===== config.mk =====
export PLATFORM = sky130hd
export DESIGN_NAME = cfgport_ctrl
export DESIGN_NICKNAME = d
export VERILOG_FILES = /design/src/rtl/cfgport_pkg.sv /design/src/rtl/cfgport_lock.sv /design/src/rtl/cfgport_bank.sv /design/src/rtl/cfgport_ctrl.sv
export SDC_FILE = /design/constraint.sdc
export NUM_CORES = 1
export LEC_CHECK = 0
export ABC_AREA = 1
export CAP_MARGIN = 5
export CORE_MARGIN = 3
export CORE_UTILIZATION = 35
export DETAILED_ROUTE_END_ITERATION = 7
export GPL_ROUTABILITY_DRIVEN = 0
export HOLD_SLACK_MARGIN = 0.06
export PLACE_DENSITY = 0.56
export RECOVER_POWER = 50
export SLEW_MARGIN = 15
export SYNTH_ARGS = -nofsm -noshare
export SYNTH_HDL_FRONTEND = slang
export SYNTH_SLANG_ARGS = --single-unit

===== constraint.sdc =====
create_clock -name clk -period 1.7 [get_ports clk]
set_input_delay 0.17 -clock clk [delete_from_list [all_inputs] [get_ports clk]]
set_output_delay 0.17 -clock clk [all_outputs]
set_load 0.01 [all_outputs]

===== src/rtl/cfgport_pkg.sv =====
package cfgport_pkg;
  localparam logic [7:0] KEY_OPEN   = 8'h55;
  localparam logic [7:0] KEY_SHUT   = 8'hAA;
  localparam logic [7:0] IX_LDN     = 8'h07;
  localparam logic [7:0] IX_CHIPID  = 8'h20;
  localparam logic [7:0] IX_ACT     = 8'h30;
  localparam logic [7:0] IX_BASE_HI = 8'h60;
  localparam logic [7:0] IX_BASE_LO = 8'h61;
  localparam logic [7:0] IX_IRQ_A   = 8'h70;
  localparam logic [7:0] IX_IRQ_B   = 8'h72;
  localparam logic [7:0] IX_DMA     = 8'h74;
  localparam logic [7:0] IX_MODE_A  = 8'hF0;
  localparam logic [7:0] IX_MODE_B  = 8'hF1;

  typedef enum logic {ST_SHUT = 1'b0, ST_OPEN = 1'b1} lock_state_t;

  typedef struct packed {
    logic [7:0] base_hi;
    logic [7:0] base_lo;
    logic [7:0] irq_a;
    logic [7:0] irq_b;
    logic [7:0] dma;
    logic [7:0] mode_a;
    logic [7:0] mode_b;
    logic       act;
  } bank_regs_t;
endpackage


===== src/rtl/cfgport_lock.sv =====
module cfgport_lock
  import cfgport_pkg::*;
(
  input  logic       clk,
  input  logic       rst,
  input  logic       idx_wr,
  input  logic [7:0] wdata,
  output logic       cfg_open
);
  lock_state_t state_q;

  always_ff @(posedge clk) begin
    if (rst) begin
      state_q <= ST_SHUT;
    end else if (idx_wr) begin
      if (state_q == ST_SHUT && wdata == KEY_OPEN)
        state_q <= ST_OPEN;
      else if (state_q == ST_OPEN && wdata == KEY_SHUT)
        state_q <= ST_SHUT;
    end
  end

  assign cfg_open = (state_q == ST_OPEN);

  // the open key unseals the block
  p_key_open_r2: assert property (@(posedge clk) disable iff (rst)
    (!cfg_open && idx_wr && wdata == KEY_OPEN) |=> cfg_open);
  // the close key seals the block
  p_key_shut_r4: assert property (@(posedge clk) disable iff (rst)
    (cfg_open && idx_wr && wdata == KEY_SHUT) |=> !cfg_open);
  // nothing but a key write moves the lock
  p_lock_quiet_r2: assert property (@(posedge clk) disable iff (rst)
    (!idx_wr || (wdata != KEY_OPEN && wdata != KEY_SHUT)) |=> $stable(cfg_open));
endmodule


===== src/rtl/cfgport_bank.sv =====
module cfgport_bank
  import cfgport_pkg::*;
#(
  parameter int DW = 8
) (
  input  logic          clk,
  input  logic          rst,
  input  logic          hit,
  input  logic          wr_en,
  input  logic [DW-1:0] idx,
  input  logic [DW-1:0] wdata,
  output logic [DW-1:0] rd_data,
  output bank_regs_t    regs
);
  bank_regs_t regs_q;

  always_ff @(posedge clk) begin
    if (rst) begin
      regs_q <= '0;
    end else if (wr_en) begin
      case (idx)
        IX_BASE_HI: regs_q.base_hi <= wdata;
        IX_BASE_LO: regs_q.base_lo <= wdata;
        IX_IRQ_A:   regs_q.irq_a   <= wdata;
        IX_IRQ_B:   regs_q.irq_b   <= wdata;
        IX_DMA:     regs_q.dma     <= wdata;
        IX_MODE_A:  regs_q.mode_a  <= wdata;
        IX_MODE_B:  regs_q.mode_b  <= wdata;
        IX_ACT:     regs_q.act     <= wdata[0];
        default:    ;
      endcase
    end
  end

  always_comb begin
    rd_data = '0;
    if (hit) begin
      case (idx)
        IX_BASE_HI: rd_data = regs_q.base_hi;
        IX_BASE_LO: rd_data = regs_q.base_lo;
        IX_IRQ_A:   rd_data = regs_q.irq_a;
        IX_IRQ_B:   rd_data = regs_q.irq_b;
        IX_DMA:     rd_data = regs_q.dma;
        IX_MODE_A:  rd_data = regs_q.mode_a;
        IX_MODE_B:  rd_data = regs_q.mode_b;
        IX_ACT:     rd_data = {{(DW-1){1'b0}}, regs_q.act};
        default:    rd_data = '0;
      endcase
    end
  end

  assign regs = regs_q;

  // only bit 0 of the activate write is kept
  p_act_bit0_r10: assert property (@(posedge clk) disable iff (rst)
    (wr_en && idx == IX_ACT) |=> regs_q.act == $past(wdata[0]));
  // the low base byte takes the written value
  p_base_lo_r8: assert property (@(posedge clk) disable iff (rst)
    (wr_en && idx == IX_BASE_LO) |=> regs_q.base_lo == $past(wdata));
  // a bank that is not written keeps all of its registers
  p_bank_hold_r13: assert property (@(posedge clk) disable iff (rst)
    !wr_en |=> $stable(regs_q));
endmodule


===== src/rtl/cfgport_ctrl.sv =====
module cfgport_ctrl
  import cfgport_pkg::*;
#(
  parameter int                   NUM_DEV  = 5,
  parameter logic [NUM_DEV*8-1:0] DEV_LIST = 40'h07_05_04_03_00,
  parameter logic [7:0]           CHIP_ID  = 8'h40
) (
  input  logic                    clk,
  input  logic                    rst,
  input  logic                    bus_wr,
  input  logic                    bus_rd,
  input  logic                    bus_sel,
  input  logic [7:0]              bus_wdata,
  output logic [7:0]              bus_rdata,
  output logic [NUM_DEV-1:0]      dev_active,
  output logic [NUM_DEV*16-1:0]   dev_base,
  output logic [NUM_DEV*8-1:0]    dev_irq,
  output logic [NUM_DEV*8-1:0]    dev_dma
);
  localparam int DW = 8;

  logic          cfg_open;
  logic [DW-1:0] idx_q;
  logic [DW-1:0] ldn_q;
  logic [DW-1:0] rd_mux;
  logic [DW-1:0] bank_rd_or;
  logic [DW-1:0] bank_rd [NUM_DEV];
  logic [NUM_DEV-1:0] hit;
  logic          idx_wr;
  logic          dat_wr;

  assign idx_wr = bus_wr && !bus_sel;
  assign dat_wr = bus_wr && bus_sel && cfg_open;

  cfgport_lock u_lock (
    .clk      (clk),
    .rst      (rst),
    .idx_wr   (idx_wr),
    .wdata    (bus_wdata),
    .cfg_open (cfg_open)
  );

  always_ff @(posedge clk) begin
    if (rst) begin
      idx_q <= '0;
    end else if (idx_wr && cfg_open && bus_wdata != KEY_SHUT) begin
      idx_q <= bus_wdata;
    end
  end

  always_ff @(posedge clk) begin
    if (rst) begin
      ldn_q <= '0;
    end else if (dat_wr && idx_q == IX_LDN) begin
      ldn_q <= bus_wdata;
    end
  end

  for (genvar k = 0; k < NUM_DEV; k++) begin : g_bank
    bank_regs_t regs;
    assign hit[k] = (ldn_q == DEV_LIST[k*8 +: 8]);
    cfgport_bank #(.DW(DW)) u_bank (
      .clk     (clk),
      .rst     (rst),
      .hit     (hit[k]),
      .wr_en   (dat_wr && hit[k]),
      .idx     (idx_q),
      .wdata   (bus_wdata),
      .rd_data (bank_rd[k]),
      .regs    (regs)
    );
    assign dev_active[k]         = regs.act;
    assign dev_base[k*16 +: 16]  = {regs.base_hi, regs.base_lo};
    assign dev_irq[k*8 +: 8]     = regs.irq_a;
    assign dev_dma[k*8 +: 8]     = regs.dma;
  end

  always_comb begin
    bank_rd_or = '0;
    for (int k = 0; k < NUM_DEV; k++) bank_rd_or = bank_rd_or | bank_rd[k];
  end

  always_comb begin
    if (!cfg_open)     rd_mux = 8'hFF;
    else if (!bus_sel) rd_mux = idx_q;
    else begin
      case (idx_q)
        IX_LDN:    rd_mux = ldn_q;
        IX_CHIPID: rd_mux = CHIP_ID;
        default:   rd_mux = bank_rd_or;
      endcase
    end
  end

  always_ff @(posedge clk) begin
    if (rst)         bus_rdata <= '0;
    else if (bus_rd) bus_rdata <= rd_mux;
  end

  // sealed reads return all ones
  p_shut_read_ff_r3: assert property (@(posedge clk) disable iff (rst)
    (!cfg_open && bus_rd) |=> bus_rdata == 8'hFF);
  // the identifier index reads the chip identifier
  p_chipid_r7: assert property (@(posedge clk) disable iff (rst)
    (cfg_open && bus_rd && bus_sel && idx_q == IX_CHIPID) |=> bus_rdata == CHIP_ID);
  // a selector write lands in the selector
  p_ldn_write_r6: assert property (@(posedge clk) disable iff (rst)
    (cfg_open && bus_wr && bus_sel && idx_q == IX_LDN) |=> ldn_q == $past(bus_wdata));
  // sealed writes leave the exported fields alone
  p_shut_outputs_r2: assert property (@(posedge clk) disable iff (rst)
    (!cfg_open && bus_wr) |=> ($stable(dev_active) && $stable(dev_base)
                               && $stable(dev_irq) && $stable(dev_dma)));
  // an open index-port read returns the index
  p_idx_read_r5: assert property (@(posedge clk) disable iff (rst)
    (cfg_open && bus_rd && !bus_sel) |=> bus_rdata == $past(idx_q));
  // read data holds between read strobes
  p_rdata_hold_r14: assert property (@(posedge clk) disable iff (rst)
    !bus_rd |=> $stable(bus_rdata));
endmodule


==> results.py <==
metrics = {
    "yosys": {
        "ys_seq_elements": 310,
        "synth_area_um2": 15140,
        "synth-edff-count": 0,
        "ys_seq_area_frac": 0.4100,
        "avgSynthCellArea_um2": 7.292,
        "async_flop_share": 0,
        "ys_types": 31,
        "yosysWarningCount": 0,
        "synthFlopType": "dfxtp_1",
        "synth_nets": 2089,
        "synthCells": 2076,
    },
    "pwr": {
        "p_seq_frac": 0.467,
        "p_per_area_nw_per_um2": 674.4,
        "clkPwrFrac": 0.492,
        "p_total_mw": 15.61,
        "internal_power_mw": 11.96,
        "p_sw_frac": 0.2339,
        "power_frac_comb": 0.041,
        "ir_worst_vdd_mv": 0.5200,
        "leakagePower_nw": 9.098,
        "netSwitchingPower_mw": 3.651,
    },
    "die": {
        "core_area_um2": 42320,
        "placementRows": 75,
        "initial_utilization": 0.3577,
        "pin_count": 186,
        "die_w_um": 214.0,
        "die_area_um2": 45780,
        "dieHeight_um": 214.0,
    },
    "grt": {
        "antenna_found_initial": 0,
        "overflow": 0,
        "grt_pass1_vias": 14560,
        "grt.total_usage": 0.2494,
        "grt_pass1_wl_um": 90060,
        "grt_max_degree": 82,
    },
    "placement": {
        "place_hpwl_um": 37910,
        "dpl_worst_slack_ns": -0.4667,
        "dp_cells": 2693,
        "numPortBuffers": 185,
    },
    "clock_tree": {
        "path_clk_slew_ns": 0.06,
        "cts_tree": "done",
        "clockBufferDepth": 3,
        "clock_latency_ns": 0.54,
        "clock-root-buffer": "clkbuf_16",
        "clock-sinks": 310,
        "h-tree-depth": 2,
        "cts_inserted_buffers": 36,
    },
    "route": {
        "dr_wl_met2_um": 31500,
        "drtIter0Drc": 1726,
        "vias": 16220,
        "routed-wl-met3_um": 4939,
        "top_layer": "met4",
        "drc": 0,
        "ant_nets": 0,
        "drt-total-wl_um": 65330,
        "wl_per_cell_um": 22.46,
        "met1_length_um": 26040,
        "dr.pass1.iters": 5,
        "viasPerCell": 5.574,
    },
    "final_layout": {
        "fin_util": 0.5470,
        "layout_common_cells": "dfxtp_1 (283), nand3_1 (248), nand2_1 (225)",
        "fill_cells": 3742,
        "final_common_cell": "dfxtp_1",
        "insertedDiodeCount": 0,
        "nets": 2321,
        "final_cells": 2909,
        "area_growth_pct": 52.91,
        "drive_gt1_frac": 0.3675,
    },
    "setup_path": {
        "crit_chain": "inv_4 -> buf_6 -> nand2_2 -> nor2_4 -> buf_4 -> clkbuf_16 -> nand3_1 -> nand2_1 -> nor2_1 -> nand2_1 -> nand2_1 -> nand2_2 -> nor2_1 -> nand3_1 -> nand2_1 -> a21oi_2",
        "path_common_cell": "nand2_1",
        "start_kind": "register",
        "cp_slowest_cell": "dfxtp_4",
        "critical_path_class": "reg -> reg",
        "timing.critical_path.from": "idx_q[0]",
        "r2r_start": "idx_q[0]",
        "arrival_ns": 2.44,
        "cp-end-kind": "register",
        "required_ns": 2.11,
        "critPathMaxStageDelay_ns": 0.38,
        "critPathMaxFanout": 8,
    },
    "timing": {
        "period_minus_slack_ns": 2.025,
        "slew_violations": 0,
        "slew_headroom": 0.5342,
        "final.setup.worst_slack_ns": -0.3250,
        "period_share": 1.191,
        "max_freq_ghz": 0.4938,
        "rsz0062_at_grt": "true",
        "fin_skew_ns": 0.01958,
        "hold_viol_final": 0,
        "worstMarginPinSlew_ns": 0.6987,
        "setup_violations": 253,
    },
    "min_path": {
        "hold_path.class": "in -> reg",
        "holdCritStartpoint": "rst",
    },
    "run_status": {
        "failed_checks": "negative setup slack",
        "status": "finished with violations",
    },
    "job": {
        "maxCapViolCount": 0,
    },
}
-- synthesized netlist by cell type, types with 4 or more instances --
| master | instances | area [µm²] |
|---|---|---|
| dfxtp_1 | 310 | 6206 |
| nor2_8 | 7 | 140.1 |
| a211oi_1 | 43 | 322.8 |
| nor2_2 | 17 | 106.4 |
| inv_1 | 80 | 300.3 |
| nand2_1 | 276 | 1036 |
| o21ai_0 | 227 | 1136 |
| a211oi_2 | 14 | 175.2 |
| buf_6 | 7 | 78.83 |
| nor2_1 | 200 | 750.7 |
| nand3_1 | 281 | 1406 |
| nand2_2 | 5 | 31.28 |
| nor3_1 | 5 | 25.02 |
| clkinv_1 | 4 | 15.01 |
| a21oi_1 | 269 | 1346 |
| buf_2 | 41 | 205.2 |
| clkbuf_1 | 101 | 379.1 |
| buf_4 | 169 | 1269 |
-- layer usage --
| layer | global-route usage | vias to the layer above |
|---|---|---|
| met4 | 0.08060 | 0 |
| met2 | 0.4210 | 804 |
| li1 | - | 7355 |
| met1 | 0.3295 | 7865 |
| met3 | 0.03589 | 191 |
| met5 | 0 | - |
-- final cells by class --
cell class / instances / area, µm² / share of cell area
clock buffer: 55 / 1114 / 0.04811
clock inverter: 7 / 42.54 / 0.001838
inverter: 87 / 357.8 / 0.01546
multi-input combinational: 1365 / 8538 / 0.3688
sequential: 310 / 6247 / 0.2699
tap: 577 / 721.9 / 0.03119
timing repair buffer: 508 / 6127 / 0.2647
-- stage by stage --
step                TNS [ns]  instance area (µm²)  hold slack (ns)
floorplan             -3.991                15210           0.3173
global placement      -43.57                17770           0.4373
detailed placement    -50.55                17770           0.4418
CTS                   -8.177                20390           0.1011
global route          -43.42                23150           0.1837
finish                -20.64                23150           0.1730
-- registers in the layout (all words and copies together), names as in the netlist --
name,flops
bus_rdata,8
ldn_q,8
u_lock.cfg_open,1
idx_q,8
g_bank.u_bank.regs,285
-- power by group through the flow --
stage	registers (mW)	clock network [mW]	logic [mW]
2_1_floorplan	7.45	0	0.217
3_3_place_gp	7.45	0	0.539
3_5_place_dp	7.45	0	0.542
4_1_cts	7.29	7.73	0.549
5_1_grt	7.28	8.02	0.661
6_report	7.29	7.68	0.648
-- cells by family after synthesis --
group,count (synthesis),synth area share
buffers and inverters,407,0.1497
and+or+nand+nor,803,0.2422
DFF,310,0.4100
AOI/OAI and AO/OA,556,0.1982
-- critical path, delay by kind of cell (launching register included) --
kind                   cells  cell delay [ns]
AND/OR/NAND/NOR           11             1.00
flip-flops                 1             0.38
AO/OA/AOI/OAI              1             0.05
buffers and inverters      4             0.48
-- worst paths after layout --
kind | to | slack, ns | cells after the start
worst max-delay path | bus_rdata[2] | -0.33 | 16
worst min-delay path | g_bank[1].u_bank.regs[20] | 0.17 | 4
worst max register to register | bus_rdata[2] | -0.33 | 16
worst min register to register | g_bank[0].u_bank.regs[8] | 0.45 | 2
-- repair_timing --
action,in CTS,in global routing
gates resized for setup,226,626
gates cloned,24,25
setup buffers,35,79
pin swaps,55,151
setup endpoints to repair,292,336
hold buffers,0,0
(Power assumes the default switching activity.)
